`config.mk`:
```
export PLATFORM = sky130hd
export DESIGN_NAME = gpio16_port
export DESIGN_NICKNAME = d
export VERILOG_FILES = /design/src/rtl/gpio16_pkg.sv /design/src/rtl/gpio16_sync.sv /design/src/rtl/gpio16_irq.sv /design/src/rtl/gpio16_port.sv
export SDC_FILE = /design/constraint.sdc
export NUM_CORES = 1
export LEC_CHECK = 0
export ABC_CLOCK_PERIOD_IN_PS = 2000
export BUFFER_PORTS_ARGS = -buffer_cell sky130_fd_sc_hd__buf_2
export CAP_MARGIN = 10
export CORE_MARGIN = 1.5
export CORE_UTILIZATION = 40
export DETAILED_ROUTE_END_ITERATION = 8
export PLACE_DENSITY = 0.73
export SYNTH_ARGS = -nofsm -noshare
export SYNTH_HDL_FRONTEND = slang
export SYNTH_HIERARCHICAL = 1
export SYNTH_SLANG_ARGS = --single-unit
```
`constraint.sdc`:
```
create_clock -name clk -period 2 [get_ports clk]
set_input_delay 0.2 -clock clk [delete_from_list [all_inputs] [get_ports clk]]
set_output_delay 0.2 -clock clk [all_outputs]
set_load 0.02 [all_outputs]
```
`src/rtl/gpio16_pkg.sv`:
```
package gpio16_pkg;
    localparam int unsigned ADDR_W = 3;

    typedef enum logic [ADDR_W-1:0] {
        ADDR_DIR  = 3'd0,
        ADDR_OUT  = 3'd1,
        ADDR_PINS = 3'd2,
        ADDR_IEN  = 3'd3,
        ADDR_CTRL = 3'd4
    } reg_addr_e;

    localparam int unsigned CTRL_CLKEN = 0;
    localparam int unsigned CTRL_RST   = 1;
    localparam logic [1:0]  CTRL_POR   = 2'b10;
endpackage

```
`src/rtl/gpio16_sync.sv`:
```
module gpio16_sync #(
    parameter int unsigned WIDTH  = 16,
    parameter int unsigned STAGES = 2
) (
    input  logic             clk,
    input  logic             rst_n,
    input  logic             en,
    input  logic             clr,
    input  logic [WIDTH-1:0] d,
    output logic [WIDTH-1:0] q
);
    logic [STAGES-1:0][WIDTH-1:0] stg_d, stg_q;

    always_comb begin
        stg_d = stg_q;
        if (clr) begin
            stg_d = '0;
        end else if (en) begin
            stg_d[0] = d;
            for (int i = 1; i < STAGES; i++) begin
                stg_d[i] = stg_q[i-1];
            end
        end
    end

    always_ff @(posedge clk or negedge rst_n) begin
        if (!rst_n) stg_q <= '0;
        else        stg_q <= stg_d;
    end

    assign q = stg_q[STAGES-1];


    sync_hold_chk: assert property (@(posedge clk) disable iff (!rst_n)
        (!en && !clr) |=> $stable(q));
endmodule

```
`src/rtl/gpio16_irq.sv`:
```
module gpio16_irq #(
    parameter int unsigned NUM_PINS     = 16,
    parameter int unsigned SHARED_FIRST = 8
) (
    input  logic [NUM_PINS-1:0]     lvl,
    input  logic [NUM_PINS-1:0]     ien,
    output logic [SHARED_FIRST-1:0] irq_each,
    output logic                    irq_shared
);
    localparam int unsigned SHARED_N = NUM_PINS - SHARED_FIRST;

    logic [SHARED_N-1:0] gated;

    for (genvar i = 0; i < SHARED_FIRST; i++) begin : g_each
        assign irq_each[i] = lvl[i];
    end

    for (genvar j = 0; j < SHARED_N; j++) begin : g_shared
        assign gated[j] = lvl[SHARED_FIRST+j] & ien[SHARED_FIRST+j];
    end

    assign irq_shared = |gated;

    always_comb begin

        if (ien[NUM_PINS-1:SHARED_FIRST] == '0) begin
            no_enable_quiet_chk: assert (!irq_shared);
        end
    end
endmodule

```
`src/rtl/gpio16_port.sv`:
```
module gpio16_port
    import gpio16_pkg::*;
#(
    parameter int unsigned NUM_PINS     = 16,
    parameter int unsigned SHARED_FIRST = 8,
    parameter int unsigned SYNC_STAGES  = 2
) (
    input  logic                    clk,
    input  logic                    rst_n,
    input  logic                    bus_sel,
    input  logic                    bus_wr,
    input  logic [ADDR_W-1:0]       bus_addr,
    input  logic [2*NUM_PINS-1:0]   bus_wdata,
    output logic [2*NUM_PINS-1:0]   bus_rdata,
    input  logic [NUM_PINS-1:0]     pin_in,
    output logic [NUM_PINS-1:0]     pin_out,
    output logic [NUM_PINS-1:0]     pin_oe,
    output logic [SHARED_FIRST-1:0] irq_each,
    output logic                    irq_shared
);
    localparam int unsigned BUS_W    = 2 * NUM_PINS;
    localparam int unsigned SHARED_N = NUM_PINS - SHARED_FIRST;
    localparam logic [NUM_PINS-1:0] IEN_MASK = {{SHARED_N{1'b1}}, {SHARED_FIRST{1'b0}}};

    typedef struct packed {
        logic [NUM_PINS-1:0] dir;
        logic [NUM_PINS-1:0] out;
        logic [NUM_PINS-1:0] ien;
        logic [1:0]          ctrl;
        logic [BUS_W-1:0]    rdata;
    } port_state_t;

    port_state_t         st_d, st_q;
    logic [NUM_PINS-1:0] lvl;
    logic                wr_hit, rd_hit;
    logic [NUM_PINS-1:0] wmask, wval;
    reg_addr_e           addr;

    assign wr_hit = bus_sel & bus_wr;
    assign rd_hit = bus_sel & ~bus_wr;
    assign wmask  = bus_wdata[BUS_W-1:NUM_PINS];
    assign wval   = bus_wdata[NUM_PINS-1:0];
    assign addr   = reg_addr_e'(bus_addr);

    always_comb begin
        st_d       = st_q;
        st_d.rdata = '0;
        if (wr_hit && addr == ADDR_CTRL) begin
            st_d.ctrl = bus_wdata[1:0];
        end
        if (rd_hit) begin
            case (addr)
                ADDR_DIR:  st_d.rdata = {{NUM_PINS{1'b0}}, st_q.dir};
                ADDR_OUT:  st_d.rdata = {{NUM_PINS{1'b0}}, st_q.out};
                ADDR_PINS: st_d.rdata = {{NUM_PINS{1'b0}}, lvl};
                ADDR_IEN:  st_d.rdata = {{NUM_PINS{1'b0}}, st_q.ien};
                ADDR_CTRL: st_d.rdata = {{(BUS_W-2){1'b0}}, st_q.ctrl};
                default:   st_d.rdata = '0;
            endcase
        end
        if (st_d.ctrl[CTRL_RST]) begin
            st_d.dir = '0;
            st_d.out = '0;
            st_d.ien = '0;
        end else if (st_q.ctrl[CTRL_CLKEN] && wr_hit) begin
            case (addr)
                ADDR_DIR: st_d.dir = wval;
                ADDR_OUT: st_d.out = (st_q.out & ~wmask) | (wval & wmask);
                ADDR_IEN: st_d.ien = wval & IEN_MASK;
                default:  ;
            endcase
        end
    end

    always_ff @(posedge clk or negedge rst_n) begin
        if (!rst_n) begin
            st_q      <= '0;
            st_q.ctrl <= CTRL_POR;
        end else begin
            st_q <= st_d;
        end
    end

    gpio16_sync #(.WIDTH(NUM_PINS), .STAGES(SYNC_STAGES)) u_sync (
        .clk   (clk),
        .rst_n (rst_n),
        .en    (st_q.ctrl[CTRL_CLKEN]),
        .clr   (st_d.ctrl[CTRL_RST]),
        .d     (pin_in),
        .q     (lvl)
    );

    gpio16_irq #(.NUM_PINS(NUM_PINS), .SHARED_FIRST(SHARED_FIRST)) u_irq (
        .lvl        (lvl),
        .ien        (st_q.ien),
        .irq_each   (irq_each),
        .irq_shared (irq_shared)
    );

    assign pin_out   = st_q.out;
    assign pin_oe    = st_q.dir;
    assign bus_rdata = st_q.rdata;


    rst_bit_zero_chk: assert property (@(posedge clk) disable iff (!rst_n)
        st_q.ctrl[CTRL_RST] |-> (pin_oe == '0 && pin_out == '0 && st_q.ien == '0));


    clk_off_hold_chk: assert property (@(posedge clk) disable iff (!rst_n)
        (!st_q.ctrl[CTRL_CLKEN] && !(wr_hit && addr == ADDR_CTRL))
        |=> ($stable(pin_oe) && $stable(pin_out) && $stable(st_q.ien)));


    masked_write_chk: assert property (@(posedge clk) disable iff (!rst_n)
        (wr_hit && addr == ADDR_OUT && st_q.ctrl == 2'b01)
        |=> pin_out == (($past(pin_out) & ~$past(wmask)) | ($past(wval) & $past(wmask))));


    rdata_idle_chk: assert property (@(posedge clk) disable iff (!rst_n)
        !rd_hit |=> bus_rdata == '0);
endmodule

```
==> results_dict.tcl, run 1 <==
set metrics [dict create \
    status "finished, final reports clean" \
    ant_nets 0 \
    r2r_start "st_q[33]$_DFF_PN1_" \
    htree_num_levels 3 \
    postLayoutCoreUtil 0.438 \
    power_density_nw_per_um2 882 \
    first_iter_violations 384 \
    synth_warnings 6 \
    synth-main-ff-cell "dfrtp_1" \
    grt-ovfl-total 0 \
    netlist_instances 502 \
    muxShareOfSynthArea 0.112 \
    io_pins 128 \
    grt_pass1_vias 3770 \
    vias 3846 \
    rrSetupSlack_ns 0.30 \
    synth_seq_cells 90 \
    fin_skew_ns 0.00627 \
    fin_cells 711 \
    dieArea_um2 14000 \
    syn_area_per_cell_um2 10.6 \
    max_stage_delay_ns 0.69 \
    p_comb_frac 0.194 \
    synth_top_family_by_area "buffers and inverters" \
    worst_slew_pin_slew_ns 0.608 \
    die_h_um 119 \
    worstPathCellList "a21boi_4, or2_2, nor2_1" \
    path_buf_inv 0 \
    p_seq_frac 0.434 \
    cts_sinks 90 \
    cts-buffers-inserted 9 \
    internal_power_mw 3.54 \
    slew_headroom 0.595 \
    routed_wl_mm 13.1 \
    synth-seq-area-share 0.422 \
    synthDistinctLibCells 37 \
    hpwlAfterDp_mm 9.53 \
    async_reset_ff_frac 1.00 \
    critPathLaunch "st_q[33]$_DFF_PN1_" \
    finalSetupViolCount 0 \
    cp_slowest_cell "dfstp_2" \
    synth_adder_area_share 0 \
    r2r-end "u_sync/q[12]$_DFFE_PN0P_" \
    max_clock_freq_mhz 589 \
    synth_compound_area_frac 0.147 \
    cts-root-buf "clkbuf_16" \
    layout-drive-gt1-share 0.367 \
    cp.depth 3 \
    numPlacedInstances 693 \
    setup_tns_ns 0 \
    die_x_um 119 \
    critical_path_class "register to register" \
    peakVddDrop_v 0.000436 \
    clkTransAtPathRegs_ns 0.07 \
    critPathTopFamily "flip-flops" \
    r2r_cells 3 \
    synth_xor_area_frac 0 \
    hold_violations 0 \
    vias_per_cell 5.41 \
    num_rows 42 \
    grt_max_degree 48 \
    place_congestion 0.817 \
    rsz0062_at_grt "no" \
    drc 0 \
    maxCapViolCount 0 \
    fill_cells 1232 \
    clockBufferDepth 2 \
    worstHoldPathCells 3 \
    core_um2 13100 \
    cp-endpoint "u_sync/q[12]$_DFFE_PN0P_" \
    synth_edf_count 0 \
    endpoint_kind "register" \
    fin_crit_sh 0.850 \
    p_leak_nw 2.70 \
    synthSimpleGateAreaFrac 0.129 \
    cts_tree "built" \
    insertion_delay_ns 0.34 \
    synth_area_um2 5340 \
    start_kind "register" \
    grt_antenna_before_repair 3 \
    min_path_type "primary input to register" \
    initial_utilization 0.406 \
    switching_share 0.303 \
    finalMaxSlewViolations 0 \
    critPathArrivalTime_ns 1.90 \
    period_minus_slack_ns 1.70 \
    switching_power_mw 1.54 \
    power_frac_clock 0.372 \
    crit_fanout 33 \
    synthToLayoutAreaGrowth_pct 7.80 \
    port_buffers 111 \
    cp.required_ns 2.20 \
    layout.nets 584 \
    grt_pass1_wl_mm 20.9 \
    wire_per_inst_um 18.5 \
    firstDrtPassIters 5 \
    cts_setup_buffers 0 \
    grt_usage 0.191 \
]
## per-layer routing
| metal | vias to the layer above | part of all wire | global-route usage |
|---|---|---|---|
| met1 | 1924 | 0.41 | 0.241 |
| met5 | - | 0.00076 | 0 |
| met2 | 149 | 0.50 | 0.319 |
| met3 | 24 | 0.061 | 0.0391 |
| met4 | 2 | 0.026 | 0.0776 |
| li1 | 1747 | - | - |
## cell families (layout without fill, tap and decap cells)
group                  Yosys count  count (layout)
buffers and inverters          153             170
multiplexers                    49              49
flip-flops                      90              90
other                            1              17
AO/OA/AOI/OAI                   87              87
AND/OR/NAND/NOR                122             122
## layout make-up
type                            instances  area [um2]  share of cell area
Timing Repair Buffer                  128         701               0.122
Clock inverter                          6        96.3              0.0167
Multi-Input combinational cell        274        2140               0.373
Inverter                               26        97.6              0.0170
Antenna cell                            1        2.50            0.000435
Sequential cell                        90        2250               0.392
Clock buffer                           10         239              0.0415
Tap cell                              176         220              0.0383
## repair_timing
| action | in CTS | in global routing |
|---|---|---|
| hold endpoints to repair | 45 | 0 |
| endpoints found under the setup margin | 0 | 0 |
| resized for setup | 0 | 0 |
| hold buffers | 1 | 0 |
## worst min-delay path, delay by kind of cell
kind                   cells  cell delay [ns]
and+or+nand+nor            1             0.08
buffers and inverters      1             0.08
muxes                      1             0.05
## cells in the mapped netlist, drive strengths merged (2+ instances only)
cell type,count,share of area
nor2,35,0.025
a211oi,32,0.073
o221a,2,0.0042
o31ai,24,0.034
clkbuf,15,0.011
nand4,25,0.029
or2,2,0.0023
mux2,7,0.015
nor3,2,0.0019
a22oi,4,0.0056
mux2i,34,0.064
nor2b,10,0.012
a21oi,8,0.0075
buf,112,0.16
nand4b,18,0.030
and4b,2,0.0037
clkinv,2,0.0014
nand2b,2,0.0023
o311ai,8,0.013
mux4,8,0.034
nand2,15,0.011
o21ai,8,0.0075
inv,24,0.017
dfrtp,89,0.42
nand3,8,0.0075
## how the worst min path moves through the flow
stage / start / to / slack, ns
3_3_place_gp: rst_n / u_sync/stg_q[3]$_DFFE_PN0P_ / 0.24
5_1_grt: pin_in[2] / u_sync/stg_q[2]$_DFFE_PN0P_ / 0.11
4_1_cts: pin_in[15] / u_sync/stg_q[15]$_DFFE_PN0P_ / 0.1
6_report: pin_in[7] / u_sync/stg_q[7]$_DFFE_PN0P_ / 0.10
2_1_floorplan: rst_n / bus_rdata[0]$_DFF_PN0_ / -0.1
3_5_place_dp: rst_n / u_sync/stg_q[4]$_DFFE_PN0P_ / 0.25
## placed cells by master, fill, tap and decap left out, drive strengths merged
cell         instances
a211oi              32
a21boi               1
a21oi                8
a22oi                4
and3                 1
and4b                2
and4bb               1
buf                127
bufinv               2
clkbuf              10
clkinv               2
clkinvlp             1
conb                16
dfrtp               89
dfstp                1
diode                1
dlygate4sd3          1
inv                 27
mux2                 7
mux2i               34
mux4                 8
nand2               15
nand2b               2
nand3                8
nand4               25
nand4b              18
nand4bb              1
nor2                35
nor2b               10
nor3                 2
o21ai                8
o221a                2
o311ai               8
o31ai               24
or2                  2
## registers in the layout (all words and copies together), names as in the netlist
register / flops
bus_rdata: 16
pin_oe: 16
pin_out: 16
st_q: 10
u_sync/q: 16
u_sync/stg_q: 16
## power groups by stage
stage / Sequential [mW] / Clock (mW) / Combinational (mW)
global route: 2.23 / 2.00 / 1.07
finish: 2.20 / 1.89 / 0.986
detailed placement: 2.24 / 0 / 0.981
global placement: 2.23 / 0 / 0.951
CTS: 2.20 / 1.92 / 0.988
floorplan: 2.14 / 0 / 0.999
## metrics by stage
step | area (um2) | power (mW) | hold WS, ns | setup slack [ns]
floorplan | 5400 | 3.14 | -0.0956 | 0.431
global placement | 5410 | 3.18 | 0.238 | 0.362
detailed placement | 5410 | 3.22 | 0.251 | 0.294
CTS | 5750 | 5.11 | 0.0994 | 0.301
global route | 5750 | 5.30 | 0.107 | 0.175
finish | 5760 | 5.08 | 0.103 | 0.301
Note: power is estimated with default switching activity, not from simulation.
==> run 2, diff against run 1 <==
--- a/config.mk
+++ b/config.mk
@@ -5,13 +5,14 @@
 export SDC_FILE = /design/constraint.sdc
 export NUM_CORES = 1
 export LEC_CHECK = 0
-export ABC_CLOCK_PERIOD_IN_PS = 2000
+export ABC_AREA = 1
+export ABC_CLOCK_PERIOD_IN_PS = 1450
 export BUFFER_PORTS_ARGS = -buffer_cell sky130_fd_sc_hd__buf_2
 export CAP_MARGIN = 10
 export CORE_MARGIN = 1.5
 export CORE_UTILIZATION = 40
 export DETAILED_ROUTE_END_ITERATION = 8
-export PLACE_DENSITY = 0.73
+export PLACE_DENSITY = 0.75
 export SYNTH_ARGS = -nofsm -noshare
 export SYNTH_HDL_FRONTEND = slang
 export SYNTH_HIERARCHICAL = 1
==> constraint.sdc (replaced) <==
create_clock -name clk -period 1.45 [get_ports clk]
set_input_delay 0.145 -clock clk [delete_from_list [all_inputs] [get_ports clk]]
set_output_delay 0.145 -clock clk [all_outputs]
set_load 0.02 [all_outputs]
==> run 2 against run 1 <==
- global-route usage fell by 1.5 points
- sequential power rose by 19%
- clock-buffer cell count rose by 3
- final cell count rose by 22%
- register-to-register slack got worse by 0.13 ns
- non-clock buffer count rose by 3
- synthesized area fell by 6.1%
- core utilization rose by 1.9 points
- routed wire length fell by 14%
==> results_dict.tcl, run 2 <==
set metrics [dict create \
    finalPower_mw 5.92 \
    critPathTopFamily "flip-flops" \
    cts_sinks 90 \
    cts-root-buf "clkbuf_16" \
    vias_per_cell 4.46 \
    layout_commonest_cell "nand2_1" \
    wire_per_inst_um 13.0 \
    synth_seq_cells 90 \
    core_um2 12100 \
    num_rows 40 \
    cp.required_ns 1.31 \
    grt-ovfl-total 0 \
    synth_compound_area_frac 0.0309 \
    grt_usage 0.175 \
    grt_pass1_wl_mm 17.9 \
    finalMaxSlewViolations 0 \
    vias 3859 \
    ant_nets 0 \
    grt_max_degree 58 \
    cts-buffers-inserted 9 \
    muxShareOfSynthArea 0 \
    synthToLayoutAreaGrowth_pct 10.5 \
    synth_most_common_cell "nand2_1" \
    critPathArrivalTime_ns 1.21 \
    p_leak_nw 3.35 \
    grt_use_met3 0.0327 \
    hold_violations 0 \
    met2_usage 0.269 \
    fin_crit_sh 0.937 \
    synth_largest_area_cell "dfrtp_1" \
    grt_busiest_layer "met2" \
    cp.depth 5 \
    netlist_instances 647 \
    whs_ns 0.0350 \
    dpl_cell_area_um2 5180 \
    cpMostUsedCell "nand2_1" \
    async_reset_ff_frac 1.00 \
    synth_area_leaders "dfrtp_1 (44%), nand2_1 (17%), buf_4 (14%)" \
    synthTopCellsByCount "nand2_1 (221), buf_4 (92), nand3_1 (90), dfrtp_1 (89), inv_1 (59)" \
    dieArea_um2 13200 \
    fin_skew_ns 0.00804 \
    critical_path_class "register to primary output" \
    routed_wl_mm 11.3 \
    die_h_um 115 \
    synth_edf_count 0 \
    clkTransAtPathRegs_ns 0.06 \
    htree_num_levels 3 \
    grt_pass1_vias 3496 \
    synth-main-ff-cell "dfrtp_1" \
    synthDistinctLibCells 23 \
    drc 0 \
    setup_slack_ns 0.0910 \
    initial_utilization 0.414 \
    first_iter_violations 278 \
    die_x_um 115 \
    hpwlAfterDp_mm 8.11 \
    finalSetupViolCount 0 \
    synth_adder_area_share 0 \
    worstPathCellList "nand2_1, nand2_1, nor2_1, nand2_1, buf_4" \
    synthSimpleGateAreaFrac 0.298 \
    path_buf_inv 1 \
    io_pins 128 \
    insertion_delay_ns 0.34 \
    cp_slowest_cell "dfrtp_1" \
    pre_cts_ws_ns -0.0909 \
    min_path_type "primary input to register" \
    yosysTopAreaCellShare 0.444 \
    clockBufferDepth 2 \
    design_area_um2 5540 \
    layout_common_cells "nand2_1 (221), buf_2 (109), nand3_1 (90), dfrtp_1 (88), inv_1 (58)" \
    grtUsageMet1 0.251 \
    grt_antenna_before_repair 0 \
    synth-seq-area-share 0.449 \
    r2r_cells 7 \
    cts_tree "built" \
    synth_area_um2 5010 \
    synth_warnings 6 \
    place_congestion 0.804 \
    status "finished, final reports clean" \
    period_minus_slack_ns 1.36 \
    crit_fanout 3 \
    power_density_nw_per_um2 1070 \
    max_clock_freq_mhz 736 \
    layout.nets 749 \
    port_buffers 111 \
    firstDrtPassIters 4 \
    maxCapViolCount 0 \
    worstHoldPathCells 3 \
    antenna_cells 0 \
    synth_xor_area_frac 0 \
    max_stage_delay_ns 0.42 \
    syn_area_per_cell_um2 7.75 \
    start_kind "register" \
    endpoint_kind "primary output" \
    layout-drive-gt1-share 0.235 \
    peakVddDrop_v 0.000530 \
    synth_top_family_by_area "simple AND/OR/NAND/NOR gates" \
]
==> run 2: kinds of logic (layout without fill, tap and decap cells) <==
kind of cell,after synthesis,count (layout)
buf+inv,178,213
compound gates,31,31
simple gates,347,348
flops,90,90
other cells,1,16
==> run 2: path summary, 6_finish.rpt <==
check                                            start                           end  slack (ns)
min reg2reg                u_sync/stg_q[2]$_DFFE_PN0P_   u_sync/stg_q[2]$_DFFE_PN0P_        0.48
max in group asynchronous                        rst_n        bus_rdata[3]$_DFF_PN0_        0.64
min in group asynchronous                        rst_n   u_sync/stg_q[9]$_DFFE_PN0P_        0.28
max                           u_sync/q[11]$_DFFE_PN0P_                    irq_shared        0.09
max reg2reg                       st_q[32]$_DFFE_PN0N_        pin_out[1]$_DFFE_PN0P_        0.17
min                                         pin_in[14]  u_sync/stg_q[14]$_DFFE_PN0P_        0.03
==> run 2: tightest hold or removal path, delay by kind of cell <==
family                 cells  cell delay [ns]
buffers and inverters      1             0.08
and+or+nand+nor            2             0.12
==> run 2: final cells by class <==
cell class	count	area (um2)
clock inverter	2	60.1
timing repair buffer	131	763
clock buffer	13	260
fill	1249	6570
inverter	67	270
sequential	90	2250
tap	168	210
multi-input combinational	395	1720
==> run 2: through the flow <==
| step | util | cells | setup TNS, ns |
|---|---|---|---|
| 4_1_cts | 0.455 | 863 | 0 |
| 2_1_floorplan | - | 662 | 0 |
| 6_report | 0.457 | 866 | 0 |
| 3_5_place_dp | 0.427 | 847 | -2.27 |
| 5_1_grt | 0.457 | 866 | -0.00163 |
| 3_3_place_gp | 0.427 | 847 | -2.10 |
==> run 2: metal layers <==
| layer | up-vias | part of all wire | wire length (um) |
|---|---|---|---|
| met1 | 1762 | 0.49 | 5480 |
| li1 | 1985 | - | - |
| met5 | - | 0 | 0 |
| met3 | 10 | 0.058 | 655 |
| met4 | 0 | 0.012 | 137 |
| met2 | 102 | 0.44 | 5000 |
==> run 2: timing repair <==
item,4_1_cts,5_1_grt
setup buffers,0,2
gates resized for setup,0,5
hold buffers,1,0
hold endpoints to repair,26,0
setup endpoints to repair,9,49
gates cloned,0,1
pin swaps,1,2
==> run 2: report_power, final <==
part           leakage (nW)  internal (mW)  total [mW]  switching (mW)
logic                  1.94          0.208       0.756           0.547
clock network         0.156           1.60        2.54           0.943
registers              1.25           2.58        2.62          0.0402
total                  3.35           4.39        5.92            1.53
==> run 3, diff against run 2 <==
--- a/config.mk
+++ b/config.mk
@@ -6,13 +6,13 @@
 export NUM_CORES = 1
 export LEC_CHECK = 0
 export ABC_AREA = 1
-export ABC_CLOCK_PERIOD_IN_PS = 1450
+export ABC_CLOCK_PERIOD_IN_PS = 1400
 export BUFFER_PORTS_ARGS = -buffer_cell sky130_fd_sc_hd__buf_2
 export CAP_MARGIN = 10
 export CORE_MARGIN = 1.5
 export CORE_UTILIZATION = 40
 export DETAILED_ROUTE_END_ITERATION = 8
-export PLACE_DENSITY = 0.75
+export PLACE_DENSITY = 0.73
 export SYNTH_ARGS = -nofsm -noshare
 export SYNTH_HDL_FRONTEND = slang
 export SYNTH_HIERARCHICAL = 1
==> constraint.sdc (replaced) <==
create_clock -name clk -period 1.4 [get_ports clk]
set_input_delay 0.14 -clock clk [delete_from_list [all_inputs] [get_ports clk]]
set_output_delay 0.14 -clock clk [all_outputs]
set_load 0.02 [all_outputs]
==> run 3 against run 2 <==
- setup slack lost 0.057 ns
- cell area grew 0.66%
- sequential power up 4%
- non-clock buffer count up 4
- routed wire length about the same
- total power rose by 3.2%
- via count up 0.34%
- clock power rose by 2%
- combinational power increased by 5.8%
- first-iteration DRC count increased by 3.2%
- sequential cell count is the same
- die area unchanged
- critical endpoint unchanged
- largest cell class unchanged
==> results_dict.tcl, run 3 (synthesized netlist as in run 2, its figures left out) <==
set metrics [dict create \
    grt_usage 0.177 \
    crit_fanout 3 \
    hpwlAfterDp_mm 7.90 \
    cp.required_ns 1.26 \
    endpoint_kind "primary output" \
    cts_tree "built" \
    p_leak_nw 3.37 \
    initial_utilization 0.414 \
    fill_cells 1272 \
    place_congestion 0.839 \
    grtUsageMet1 0.254 \
    layout_common_cells "nand2_1 (221), buf_2 (109), nand3_1 (89), dfrtp_1 (88), inv_1 (58)" \
    layout-drive-gt1-share 0.245 \
    grt_pass1_vias 3543 \
    min_path_type "primary input to register" \
    clockBufferDepth 2 \
    dieArea_um2 13200 \
    htree_num_levels 3 \
    vias 3872 \
    start_kind "register" \
    maxCapViolCount 0 \
    fin_crit_sh 0.975 \
    layout_commonest_cell "nand2_1" \
    r2r-end "pin_out[5]$_DFFE_PN0P_" \
    max_clock_freq_mhz 732 \
    critPathArrivalTime_ns 1.23 \
    power_density_nw_per_um2 1090 \
    grt_max_degree 91 \
    first_iter_violations 287 \
    max_stage_delay_ns 0.43 \
    worstPathCellList "nand2_1, nand2_1, nor2_1, nand2_1, buf_6" \
    worstHoldPathCells 3 \
    fin_skew_ns 0.00941 \
    finalMaxSlewViolations 0 \
    status "finished, final reports clean" \
    critical_path_class "register to primary output" \
    core_um2 12100 \
    grt_use_met3 0.0332 \
    grt_busiest_layer "met2" \
    cts_sinks 90 \
    clkTransAtPathRegs_ns 0.07 \
    antenna_cells 0 \
    vias_per_cell 4.45 \
    insertion_delay_ns 0.34 \
    cp_slowest_cell "dfrtp_1" \
    setup_tns_ns 0 \
    grt_pass1_wl_mm 18.1 \
    num_rows 40 \
    cts-root-buf "clkbuf_16" \
    grt_antenna_before_repair 1 \
    r2r_cells 7 \
    rrSetupSlack_ns 0.09 \
    hp-start "pin_in[6]" \
    rsz0062_at_grt "no" \
    period_minus_slack_ns 1.37 \
    cts-buffers-inserted 9 \
    firstDrtPassIters 7 \
    wire_per_inst_um 12.9 \
    postLayoutCoreUtil 0.460 \
    hold_violations 0 \
    die_h_um 115 \
    port_buffers 111 \
    die_x_um 115 \
    layout.nets 753 \
    io_pins 128 \
    grt-ovfl-total 0 \
    met2_usage 0.268 \
    drc 0 \
    ant_nets 0 \
    finalSetupViolCount 0 \
    synthToLayoutAreaGrowth_pct 11.2 \
    peakVddDrop_v 0.000741 \
    r2r_start "st_q[33]$_DFF_PN1_" \
    cpMostUsedCell "nand2_1" \
    holdPathEnd "u_sync/stg_q[6]$_DFFE_PN0P_" \
    routed_wl_mm 11.3 \
]
==> run 3: area by class of cell <==
type | instances | area (um2) | area share
clock inverters | 7 | 92.6 | 0.0166
flip-flops and latches | 90 | 2250 | 0.404
clock buffers | 9 | 225 | 0.0404
well taps | 168 | 210 | 0.0377
multi-input cells | 395 | 1730 | 0.310
inverters | 67 | 270 | 0.0485
repair buffers | 135 | 797 | 0.143
==> run 3: worst max path at each step <==
| stage | from | to | slack, ns | depth (start not counted) |
|---|---|---|---|---|
| 2_1_floorplan | st_q[33]$_DFF_PN1_ | u_sync/stg_q[10]$_DFFE_PN0P_ | 0.0005 | 10 |
| 3_3_place_gp | bus_addr[1] | u_sync/stg_q[3]$_DFFE_PN0P_ | -0.10 | 8 |
| 3_5_place_dp | bus_addr[1] | u_sync/stg_q[0]$_DFFE_PN0P_ | -0.11 | 8 |
| 4_1_cts | u_sync/q[15]$_DFFE_PN0P_ | irq_shared | 0.005 | 5 |
| 5_1_grt | u_sync/q[13]$_DFFE_PN0P_ | irq_shared | 0.004 | 5 |
| 6_report | u_sync/q[15]$_DFFE_PN0P_ | irq_shared | 0.03 | 5 |
==> run 3: what timing repair did <==
item,in CTS,in global routing
cloned,1,0
buffers inserted,0,3
hold buffers,1,0
setup endpoints to repair,24,57
gates resized for setup,1,6
endpoints found under the hold margin,89,0
pin swaps,1,5
==> run 3: worst max-delay path, delay by kind of cell (launching register included) <==
| kind | cells | cell delay [ns] |
|---|---|---|
| and+or+nand+nor | 4 | 0.31 |
| DFF | 1 | 0.43 |
| buffers and inverters | 1 | 0.14 |
==> run 3: per-stage QoR <==
step	hold slack [ns]	std cells	setup slack, ns	instance area [um2]	power, mW
final	0.0253	871	0.0343	5580	6.11
after global routing	0.0425	871	0.00415	5580	6.36
after CTS	0.0188	868	0.00538	5540	6.14
after detailed placement	0.230	850	-0.110	5200	3.53
after global placement	0.213	850	-0.102	5200	3.53
after floorplan	-0.156	662	0.000466	5080	3.34
==> run 3: power breakdown <==
| part | internal, mW | leakage [nW] | switching, mW |
|---|---|---|---|
| sequential | 2.67 | 1.25 | 0.0433 |
| combinational | 0.228 | 1.96 | 0.571 |
| clock | 1.56 | 0.160 | 1.03 |
| total | 4.46 | 3.37 | 1.64 |
==> run 3: per-layer routing <==
metal,part of all wire,wire length [um],vias to the layer above
met5,0.0011,12,-
met4,0.013,150,2
met3,0.054,613,13
met2,0.44,4970,114
met1,0.49,5530,1751
li1,-,-,1992
